===== src/rtl/flash_probe_pkg.sv =====
package flash_probe_pkg;

    localparam int SHIFT_W = 5;
    localparam int COUNT_W = 11;

    localparam logic [7:0] OP_READ_ID    = 8'h9F;
    localparam logic [7:0] OP_STAT_WREN  = 8'h50;
    localparam logic [7:0] OP_STAT_WRITE = 8'h01;
    localparam logic [7:0] STAT_CLEARED  = 8'h00;
    localparam logic [7:0] FILL_BYTE     = 8'hFF;

    localparam logic [7:0] MAKER_CODE = 8'hBF;
    localparam logic [7:0] TYPE_CODE  = 8'h25;
    localparam logic [7:0] CAP_BIG    = 8'h4A;
    localparam logic [7:0] CAP_SMALL  = 8'h41;

    localparam logic [SHIFT_W-1:0] SHIFT_4K = SHIFT_W'(12);

    typedef enum logic [1:0] {
        FR_IDENT,
        FR_WREN,
        FR_WRITE
    } frame_e;

    typedef enum logic [2:0] {
        ST_GAP,
        ST_LOAD,
        ST_WAIT,
        ST_CHECK,
        ST_FIN,
        ST_DONE
    } seq_state_e;

    typedef struct packed {
        logic               ok;
        logic [SHIFT_W-1:0] shift;
        logic [COUNT_W-1:0] count;
    } geom_t;

    function automatic logic [1:0] frame_last(input frame_e f);
        case (f)
            FR_IDENT: return 2'd3;
            FR_WREN:  return 2'd0;
            default:  return 2'd1;
        endcase
    endfunction

    function automatic logic [7:0] frame_byte(input frame_e f, input logic [1:0] i);
        case (f)
            FR_IDENT: return (i == 2'd0) ? OP_READ_ID : FILL_BYTE;
            FR_WREN:  return OP_STAT_WREN;
            default:  return (i == 2'd0) ? OP_STAT_WRITE : STAT_CLEARED;
        endcase
    endfunction

    function automatic geom_t decode_id(input logic [7:0] maker,
                                        input logic [7:0] kind,
                                        input logic [7:0] cap);
        geom_t g;
        g = '0;
        if (maker == MAKER_CODE && kind == TYPE_CODE) begin
            case (cap)
                CAP_BIG: begin
                    g.ok    = 1'b1;
                    g.shift = SHIFT_4K;
                    g.count = COUNT_W'(1024);
                end
                CAP_SMALL: begin
                    g.ok    = 1'b1;
                    g.shift = SHIFT_4K;
                    g.count = COUNT_W'(512);
                end
                default: g = '0;
            endcase
        end
        return g;
    endfunction

endpackage


===== src/rtl/spi_byte_engine.sv =====
module spi_byte_engine #(
    parameter int HALF_DIV = 2
) (
    input  logic       clk,
    input  logic       rst,
    input  logic       start,
    input  logic [7:0] tx_byte,
    output logic       done,
    output logic [7:0] rx_byte,
    output logic       sck,
    output logic       mosi,
    input  logic       miso
);
    localparam int DIV_W = (HALF_DIV > 1) ? $clog2(HALF_DIV) : 1;
    localparam logic [DIV_W-1:0] DIV_TOP = DIV_W'(HALF_DIV - 1);

    logic             active;
    logic [DIV_W-1:0] div_cnt;
    logic [2:0]       bit_idx;
    logic [7:0]       sh_tx;
    logic [7:0]       sh_rx;

    always_ff @(posedge clk) begin
        if (rst) begin
            active  <= 1'b0;
            div_cnt <= '0;
            bit_idx <= '0;
            sh_tx   <= '0;
            sh_rx   <= '0;
            sck     <= 1'b0;
            done    <= 1'b0;
        end else begin
            done <= 1'b0;
            if (!active) begin
                sck <= 1'b0;
                if (start) begin
                    active  <= 1'b1;
                    sh_tx   <= tx_byte;
                    div_cnt <= '0;
                    bit_idx <= '0;
                end
            end else if (div_cnt == DIV_TOP) begin
                div_cnt <= '0;
                if (!sck) begin
                    sck   <= 1'b1;
                    sh_rx <= {sh_rx[6:0], miso};
                end else begin
                    sck   <= 1'b0;
                    sh_tx <= {sh_tx[6:0], 1'b0};
                    if (bit_idx == 3'd7) begin
                        active <= 1'b0;
                        done   <= 1'b1;
                    end else begin
                        bit_idx <= bit_idx + 3'd1;
                    end
                end
            end else begin
                div_cnt <= div_cnt + 1'b1;
            end
        end
    end

    assign mosi    = active ? sh_tx[7] : 1'b0;
    assign rx_byte = sh_rx;

    AST_START_WHEN_IDLE: assert property (@(posedge clk) disable iff (rst)
        start |-> !active);
    AST_DONE_ON_LOW_CLOCK: assert property (@(posedge clk) disable iff (rst)
        done |-> (!sck && !active));

endmodule


===== src/rtl/id_decoder.sv =====
module id_decoder
    import flash_probe_pkg::*;
(
    input  logic [7:0] maker,
    input  logic [7:0] kind,
    input  logic [7:0] cap,
    output geom_t      geom
);
    always_comb begin
        geom = decode_id(maker, kind, cap);
    end
endmodule


===== src/rtl/probe_sequencer.sv =====
module probe_sequencer
    import flash_probe_pkg::*;
#(
    parameter int GAP_CYCLES = 4,
    parameter bit READ_ONLY  = 1'b0
) (
    input  logic               clk,
    input  logic               rst,
    output logic               eng_start,
    output logic [7:0]         eng_tx,
    input  logic               eng_done,
    input  logic [7:0]         eng_rx,
    output logic               cs_n,
    output logic [7:0]         cap_maker,
    output logic [7:0]         cap_kind,
    output logic [7:0]         cap_size,
    input  geom_t              dec,
    output logic               probe_done,
    output logic               part_ok,
    output logic               part_bad,
    output logic [SHIFT_W-1:0] sector_shift,
    output logic [COUNT_W-1:0] sector_count
);
    localparam int GAP_W = $clog2(GAP_CYCLES + 1);
    localparam logic [GAP_W-1:0] GAP_TOP = GAP_W'(GAP_CYCLES - 1);

    seq_state_e       state;
    frame_e           frame;
    logic [1:0]       idx;
    logic [GAP_W-1:0] gap_cnt;
    geom_t            pend;
    logic             unlock_en;

    generate
        if (READ_ONLY) begin : g_ro
            assign unlock_en = 1'b0;
        end else begin : g_rw
            assign unlock_en = 1'b1;
        end
    endgenerate

    always_ff @(posedge clk) begin
        if (rst) begin
            state        <= ST_GAP;
            frame        <= FR_IDENT;
            idx          <= '0;
            gap_cnt      <= '0;
            cs_n         <= 1'b1;
            eng_start    <= 1'b0;
            eng_tx       <= '0;
            cap_maker    <= '0;
            cap_kind     <= '0;
            cap_size     <= '0;
            pend         <= '0;
            probe_done   <= 1'b0;
            part_ok      <= 1'b0;
            part_bad     <= 1'b0;
            sector_shift <= '0;
            sector_count <= '0;
        end else begin
            eng_start  <= 1'b0;
            probe_done <= 1'b0;
            case (state)
                ST_GAP: begin
                    cs_n <= 1'b1;
                    if (gap_cnt == GAP_TOP) begin
                        gap_cnt <= '0;
                        idx     <= '0;
                        state   <= ST_LOAD;
                    end else begin
                        gap_cnt <= gap_cnt + 1'b1;
                    end
                end
                ST_LOAD: begin
                    cs_n      <= 1'b0;
                    eng_start <= 1'b1;
                    eng_tx    <= frame_byte(frame, idx);
                    state     <= ST_WAIT;
                end
                ST_WAIT: begin
                    if (eng_done) begin
                        if (frame == FR_IDENT) begin
                            case (idx)
                                2'd1:    cap_maker <= eng_rx;
                                2'd2:    cap_kind  <= eng_rx;
                                2'd3:    cap_size  <= eng_rx;
                                default: ;
                            endcase
                        end
                        if (idx == frame_last(frame)) begin
                            cs_n <= 1'b1;
                            case (frame)
                                FR_IDENT: state <= ST_CHECK;
                                FR_WREN: begin
                                    frame <= FR_WRITE;
                                    state <= ST_GAP;
                                end
                                default:  state <= ST_FIN;
                            endcase
                        end else begin
                            idx   <= idx + 2'd1;
                            state <= ST_LOAD;
                        end
                    end
                end
                ST_CHECK: begin
                    pend <= dec;
                    if (dec.ok && unlock_en) begin
                        frame <= FR_WREN;
                        state <= ST_GAP;
                    end else begin
                        state <= ST_FIN;
                    end
                end
                ST_FIN: begin
                    probe_done   <= 1'b1;
                    part_ok      <= pend.ok;
                    part_bad     <= !pend.ok;
                    sector_shift <= pend.shift;
                    sector_count <= pend.count;
                    state        <= ST_DONE;
                end
                default: begin
                    cs_n  <= 1'b1;
                    state <= ST_DONE;
                end
            endcase
        end
    end

    AST_UNLOCK_NEEDS_MATCH: assert property (@(posedge clk) disable iff (rst)
        (frame != FR_IDENT) |-> pend.ok);
    AST_QUIET_AFTER_DONE: assert property (@(posedge clk) disable iff (rst)
        (state == ST_DONE) |-> (cs_n && !eng_start));
    AST_GAP_DESELECTED: assert property (@(posedge clk) disable iff (rst)
        (state == ST_GAP && gap_cnt != '0) |-> cs_n);

endmodule


===== src/rtl/flash_probe_unlock.sv =====
module flash_probe_unlock
    import flash_probe_pkg::*;
#(
    parameter int HALF_DIV   = 2,
    parameter int GAP_CYCLES = 4,
    parameter bit READ_ONLY  = 1'b0
) (
    input  logic               clk,
    input  logic               rst,
    output logic               spi_sck,
    output logic               spi_cs_n,
    output logic               spi_mosi,
    input  logic               spi_miso,
    output logic               probe_done,
    output logic               part_ok,
    output logic               part_bad,
    output logic [SHIFT_W-1:0] sector_shift,
    output logic [COUNT_W-1:0] sector_count
);
    logic       eng_start;
    logic       eng_done;
    logic [7:0] eng_tx;
    logic [7:0] eng_rx;
    logic [7:0] id_maker;
    logic [7:0] id_kind;
    logic [7:0] id_size;
    geom_t      dec_geom;

    spi_byte_engine #(.HALF_DIV(HALF_DIV)) u_engine (
        .clk     (clk),
        .rst     (rst),
        .start   (eng_start),
        .tx_byte (eng_tx),
        .done    (eng_done),
        .rx_byte (eng_rx),
        .sck     (spi_sck),
        .mosi    (spi_mosi),
        .miso    (spi_miso)
    );

    id_decoder u_decode (
        .maker (id_maker),
        .kind  (id_kind),
        .cap   (id_size),
        .geom  (dec_geom)
    );

    probe_sequencer #(
        .GAP_CYCLES (GAP_CYCLES),
        .READ_ONLY  (READ_ONLY)
    ) u_seq (
        .clk          (clk),
        .rst          (rst),
        .eng_start    (eng_start),
        .eng_tx       (eng_tx),
        .eng_done     (eng_done),
        .eng_rx       (eng_rx),
        .cs_n         (spi_cs_n),
        .cap_maker    (id_maker),
        .cap_kind     (id_kind),
        .cap_size     (id_size),
        .dec          (dec_geom),
        .probe_done   (probe_done),
        .part_ok      (part_ok),
        .part_bad     (part_bad),
        .sector_shift (sector_shift),
        .sector_count (sector_count)
    );

    AST_CLOCK_IDLE_DESELECTED: assert property (@(posedge clk) disable iff (rst)
        spi_cs_n |-> !spi_sck);
    AST_DONE_SINGLE: assert property (@(posedge clk) disable iff (rst)
        probe_done |=> !probe_done);
    AST_FLAGS_EXCLUSIVE: assert property (@(posedge clk) disable iff (rst)
        !(part_ok && part_bad));
    AST_RESULT_HELD: assert property (@(posedge clk) disable iff (rst)
        (part_ok || part_bad) |=> $stable({part_ok, part_bad, sector_shift, sector_count}));
    AST_REJECT_NO_GEOMETRY: assert property (@(posedge clk) disable iff (rst)
        part_bad |-> (sector_count == '0 && sector_shift == '0));

endmodule


===== config.mk =====
export PLATFORM = sky130hd
export DESIGN_NAME = flash_probe_unlock
export DESIGN_NICKNAME = d
export VERILOG_FILES = /design/src/rtl/flash_probe_pkg.sv /design/src/rtl/spi_byte_engine.sv /design/src/rtl/id_decoder.sv /design/src/rtl/probe_sequencer.sv /design/src/rtl/flash_probe_unlock.sv
export SDC_FILE = /design/constraint.sdc
export NUM_CORES = 1
export LEC_CHECK = 0
export ABC_AREA = 1
export BUFFER_PORTS_ARGS = -buffer_cell sky130_fd_sc_hd__buf_4
export CAP_MARGIN = 20
export CELL_PAD_IN_SITES_DETAIL_PLACEMENT = 1
export CELL_PAD_IN_SITES_GLOBAL_PLACEMENT = 1
export CORE_UTILIZATION = 44
export CTS_BUF_LIST = sky130_fd_sc_hd__clkbuf_16
export DETAILED_ROUTE_END_ITERATION = 6
export GPL_ROUTABILITY_DRIVEN = 1
export PLACE_DENSITY = 0.83
export SLEW_MARGIN = 20
export SYNTH_ARGS = -nofsm -noshare
export SYNTH_HDL_FRONTEND = slang
export SYNTH_SLANG_ARGS = --single-unit

===== constraint.sdc =====
create_clock -name clk -period 2 [get_ports clk]
set_clock_uncertainty 0.2 [all_clocks]
set_input_delay 0.4 -clock clk [delete_from_list [all_inputs] [get_ports clk]]
set_output_delay 0.4 -clock clk [all_outputs]
set_load 0.03 [all_outputs]

==> results.py <==
metrics = {
    "outcome": {
        "status": "completed",
    },
    "cells_and_area": {
        "area_growth_syn_to_layout_pct": 13.32,
        "layout.cells.non_filler": 519,
        "nNetsFinal": 428,
        "final_layout_size_suffix_gt1_share_pct": 14.18,
        "fin_util_pct": 52.06,
        "fin_area_sq_um": 3576,
        "diodes": 0,
    },
    "placed_design": {
        "placed_cell_area_sq_um": 3287,
        "gp_congestion": 0.8991,
        "dp_slack_ns": 0.2227,
        "port_buffers": 12,
        "dp.cells": 503,
        "hpwl_um": 5026,
    },
    "clock_tree": {
        "insertion_delay_ns": 0.33,
        "cts_tree": "built",
        "cts_root_buffer": "clkbuf_16",
        "cts-resized-gates": 0,
        "cts.path.max_buffers": 2,
        "cts_hold_buf": 0,
        "cts_sinks": 72,
        "cts-htree-levels": 3,
        "postCtsSetupRepairBufs": 0,
        "clk_pin_slew_ns": 0.06,
        "cts_made_buffers": 9,
    },
    "floorplan": {
        "dieArea_sq_um": 7514,
        "rows": 30,
        "core_sq_um": 6869,
        "ioPinCount": 25,
        "dieHeight_um": 86.69,
        "start_util_pct": 45.94,
        "fp.dieW_um": 86.69,
    },
    "routing": {
        "viasPerCell": 5.131,
        "drt_iter0_drc": 84,
        "drc_errors": 0,
        "num_vias": 2663,
        "totalWireLength_um": 7381,
        "dr.pass1.iters": 4,
        "routedWlPerCell_um": 14.22,
        "antenna_left": 0,
    },
    "critical_path": {
        "reg2reg_depth": 9,
        "regToRegSetupSlack_ns": 0.21,
        "critical_path_class": "register to register",
        "timing.rr.start": "u_seq.state[2]$_SDFFE_PP0P_",
        "required_ns": 2.06,
        "worstPathArrival_ns": 1.85,
        "worst_setup_path_start_kind": "register",
        "r2r_end": "u_seq.cap_kind[5]$_SDFFE_PP0P_",
        "critPathMaxFanout": 12,
        "endpoint_kind": "register",
    },
    "global_route": {
        "grt_pass1_vias": 2661,
        "grt-ovfl-total": 0,
        "track_usage_pct": 21.60,
        "grt_antenna_before_repair": 0,
        "grt_pass1_wl_um": 12490,
        "grt_max_degree": 53,
    },
    "power_and_ir_drop": {
        "irDropWorstVdd_v": 0.0005092,
        "p_leak_nw": 1.409,
        "p_per_area_nw_per_um2": 1068,
    },
    "synth": {
        "ys_seq_area_share_pct": 45.68,
        "postSynthAreaPerCell_sq_um": 7.791,
        "synth_top_family_by_area": "simple AND/OR/NAND/NOR gates",
        "syn_area_sq_um": 3156,
        "synthFlopType": "dfxtp_1",
        "ys_ff_latch": 72,
        "synthArstFlopShare_pct": 0,
        "synth_xor_area_share_pct": 0,
        "synthAdderAreaFrac_pct": 2.776,
        "synth-compound-area-share_pct": 19.67,
        "yosysUniqueCellTypes": 32,
        "synth-simple-area-share_pct": 20.78,
        "synth_mux_area_share_pct": 0,
        "synthCells": 405,
        "yosys_warnings": 0,
        "synth_edf_count": 0,
    },
    "hold_path": {
        "holdPathEnd": "u_engine.rx_byte[0]$_SDFFE_PP0P_",
        "min_path_cells": 3,
        "worstHoldStart": "spi_miso",
        "hp-class": "input pin to register",
    },
    "timing": {
        "slew_violations": 0,
        "finalHoldViolCount": 0,
        "setup_ws_ns": 0.2068,
        "timing.setup.tns_ns": 0,
        "fin_crit_ns": 1.793,
        "timing.final.crit_share_pct": 89.66,
        "fmax_ghz": 0.5577,
        "rsz0062_at_grt": "no",
        "finalSetupViolations": 0,
    },
    "flow_run": {
        "maxCapViolations": 0,
    },
}
## per-layer routing
layer  wire length, um  track usage [%]
met1              3338            24.82
met2              3761            38.38
met3               154            4.476
met4               127            10.00
met5                 0                0
## kinds of logic (layout without fill, tap and decap cells)
family / Yosys count / after routing
other: 1 / 12
buffers and inverters: 72 / 79
AO/OA/AOI/OAI: 113 / 113
AND/OR/NAND/NOR: 140 / 140
adder cells (fa/ha/maj): 7 / 7
flip-flops: 72 / 72
## synth_stat cells (5+ instances only)
| cell type | count | area share [%] |
|---|---|---|
| ha_1 | 7 | 2.8 |
| nand3_1 | 11 | 1.7 |
| inv_1 | 42 | 5.0 |
| dfxtp_1 | 72 | 46 |
| nand2_1 | 73 | 8.7 |
| nand4_1 | 5 | 0.99 |
| a31oi_1 | 8 | 1.6 |
| buf_4 | 14 | 3.3 |
| nor2_1 | 31 | 3.7 |
| o21ai_0 | 42 | 6.7 |
| o21ai_2 | 5 | 1.4 |
| clkbuf_1 | 8 | 0.95 |
| a21oi_1 | 48 | 7.6 |
## how the worst max path moves through the flow
stage	to	start	depth (start not counted)	slack, ns
finish	u_seq.cap_kind[5]$_SDFFE_PP0P_	u_seq.state[2]$_SDFFE_PP0P_	9	0.21
global route	u_seq.cap_size[7]$_SDFFE_PP0P_	u_seq.state[2]$_SDFFE_PP0P_	8	0.06
CTS	u_seq.cap_size[5]$_SDFFE_PP0P_	u_seq.state[2]$_SDFFE_PP0P_	8	0.19
detailed placement	u_seq.cap_size[5]$_SDFFE_PP0P_	u_seq.state[2]$_SDFFE_PP0P_	8	0.22
global placement	u_seq.cap_kind[2]$_SDFFE_PP0P_	u_seq.state[1]$_SDFFE_PP0P_	8	0.34
floorplan	u_engine.bit_idx[0]$_SDFFE_PP0P_	u_engine.sck$_SDFFE_PP0P_	6	0.43
## report_power, final
| part | internal [mW] | total, mW | leakage (nW) | switching, mW |
|---|---|---|---|---|
| Sequential | 1.55 | 1.64 | 0.581 | 0.0868 |
| Combinational | 0.200 | 0.611 | 0.683 | 0.411 |
| Clock | 0.954 | 1.57 | 0.144 | 0.617 |
| Total | 2.70 | 3.82 | 1.41 | 1.12 |
## flip-flops by register name (all words and copies together), names as in the netlist
name,count
u_seq.gap_cnt,3
u_engine.bit_idx,3
u_engine.done,1
u_seq.cap_maker,8
u_seq.part_bad,1
u_seq.probe_done,1
u_engine.sh_tx,8
u_seq.pend,3
u_seq.cs_n,1
u_seq.cap_size,8
u_engine.div_cnt,1
u_seq.cap_kind,8
u_seq.state,3
u_seq.eng_tx,5
u_seq.eng_start,1
u_engine.rx_byte,8
u_seq.sector_count,2
u_engine.sck,1
u_seq.idx,2
u_engine.active,1
u_seq.frame,2
u_seq.sector_shift,1
## per-stage QoR
step                power, mW  hold WS [ns]
global placement        2.243        0.2315
floorplan               2.122        0.2229
CTS                     3.844        0.1629
global route            4.007        0.1868
finish                  3.820        0.1652
detailed placement      2.267        0.2414
## cell type report
class,instances,area (sq um)
multi-input cells,272,1409
inverters,45,168.9
clock buffers,9,225.2
clock inverters,7,63.81
well taps,96,120.1
fillers,868,3293
repair buffers,18,147.6
flip-flops and latches,72,1441
## cells in the final DEF (no fill, tap or decap), types with 7 or more instances in the layout
cell        n
nand2_1    73
dfxtp_1    72
a21oi_1    48
inv_1      43
o21ai_0    42
nor2_1     31
buf_4      17
conb_1     12
nand3_1    11
clkbuf_16   9
a31oi_1     8
ha_1        7
## critical path: stages, from the launching register on
cell     delay [ns]
dfxtp_1        0.37
inv_2          0.13
nand2_4        0.08
nor2_8         0.17
nand2_4        0.11
nor2_4         0.12
nand2_2        0.18
inv_2          0.14
o21ai_0        0.09
a21oi_1        0.12
No activity file was read; power rests on OpenSTA's default activity.
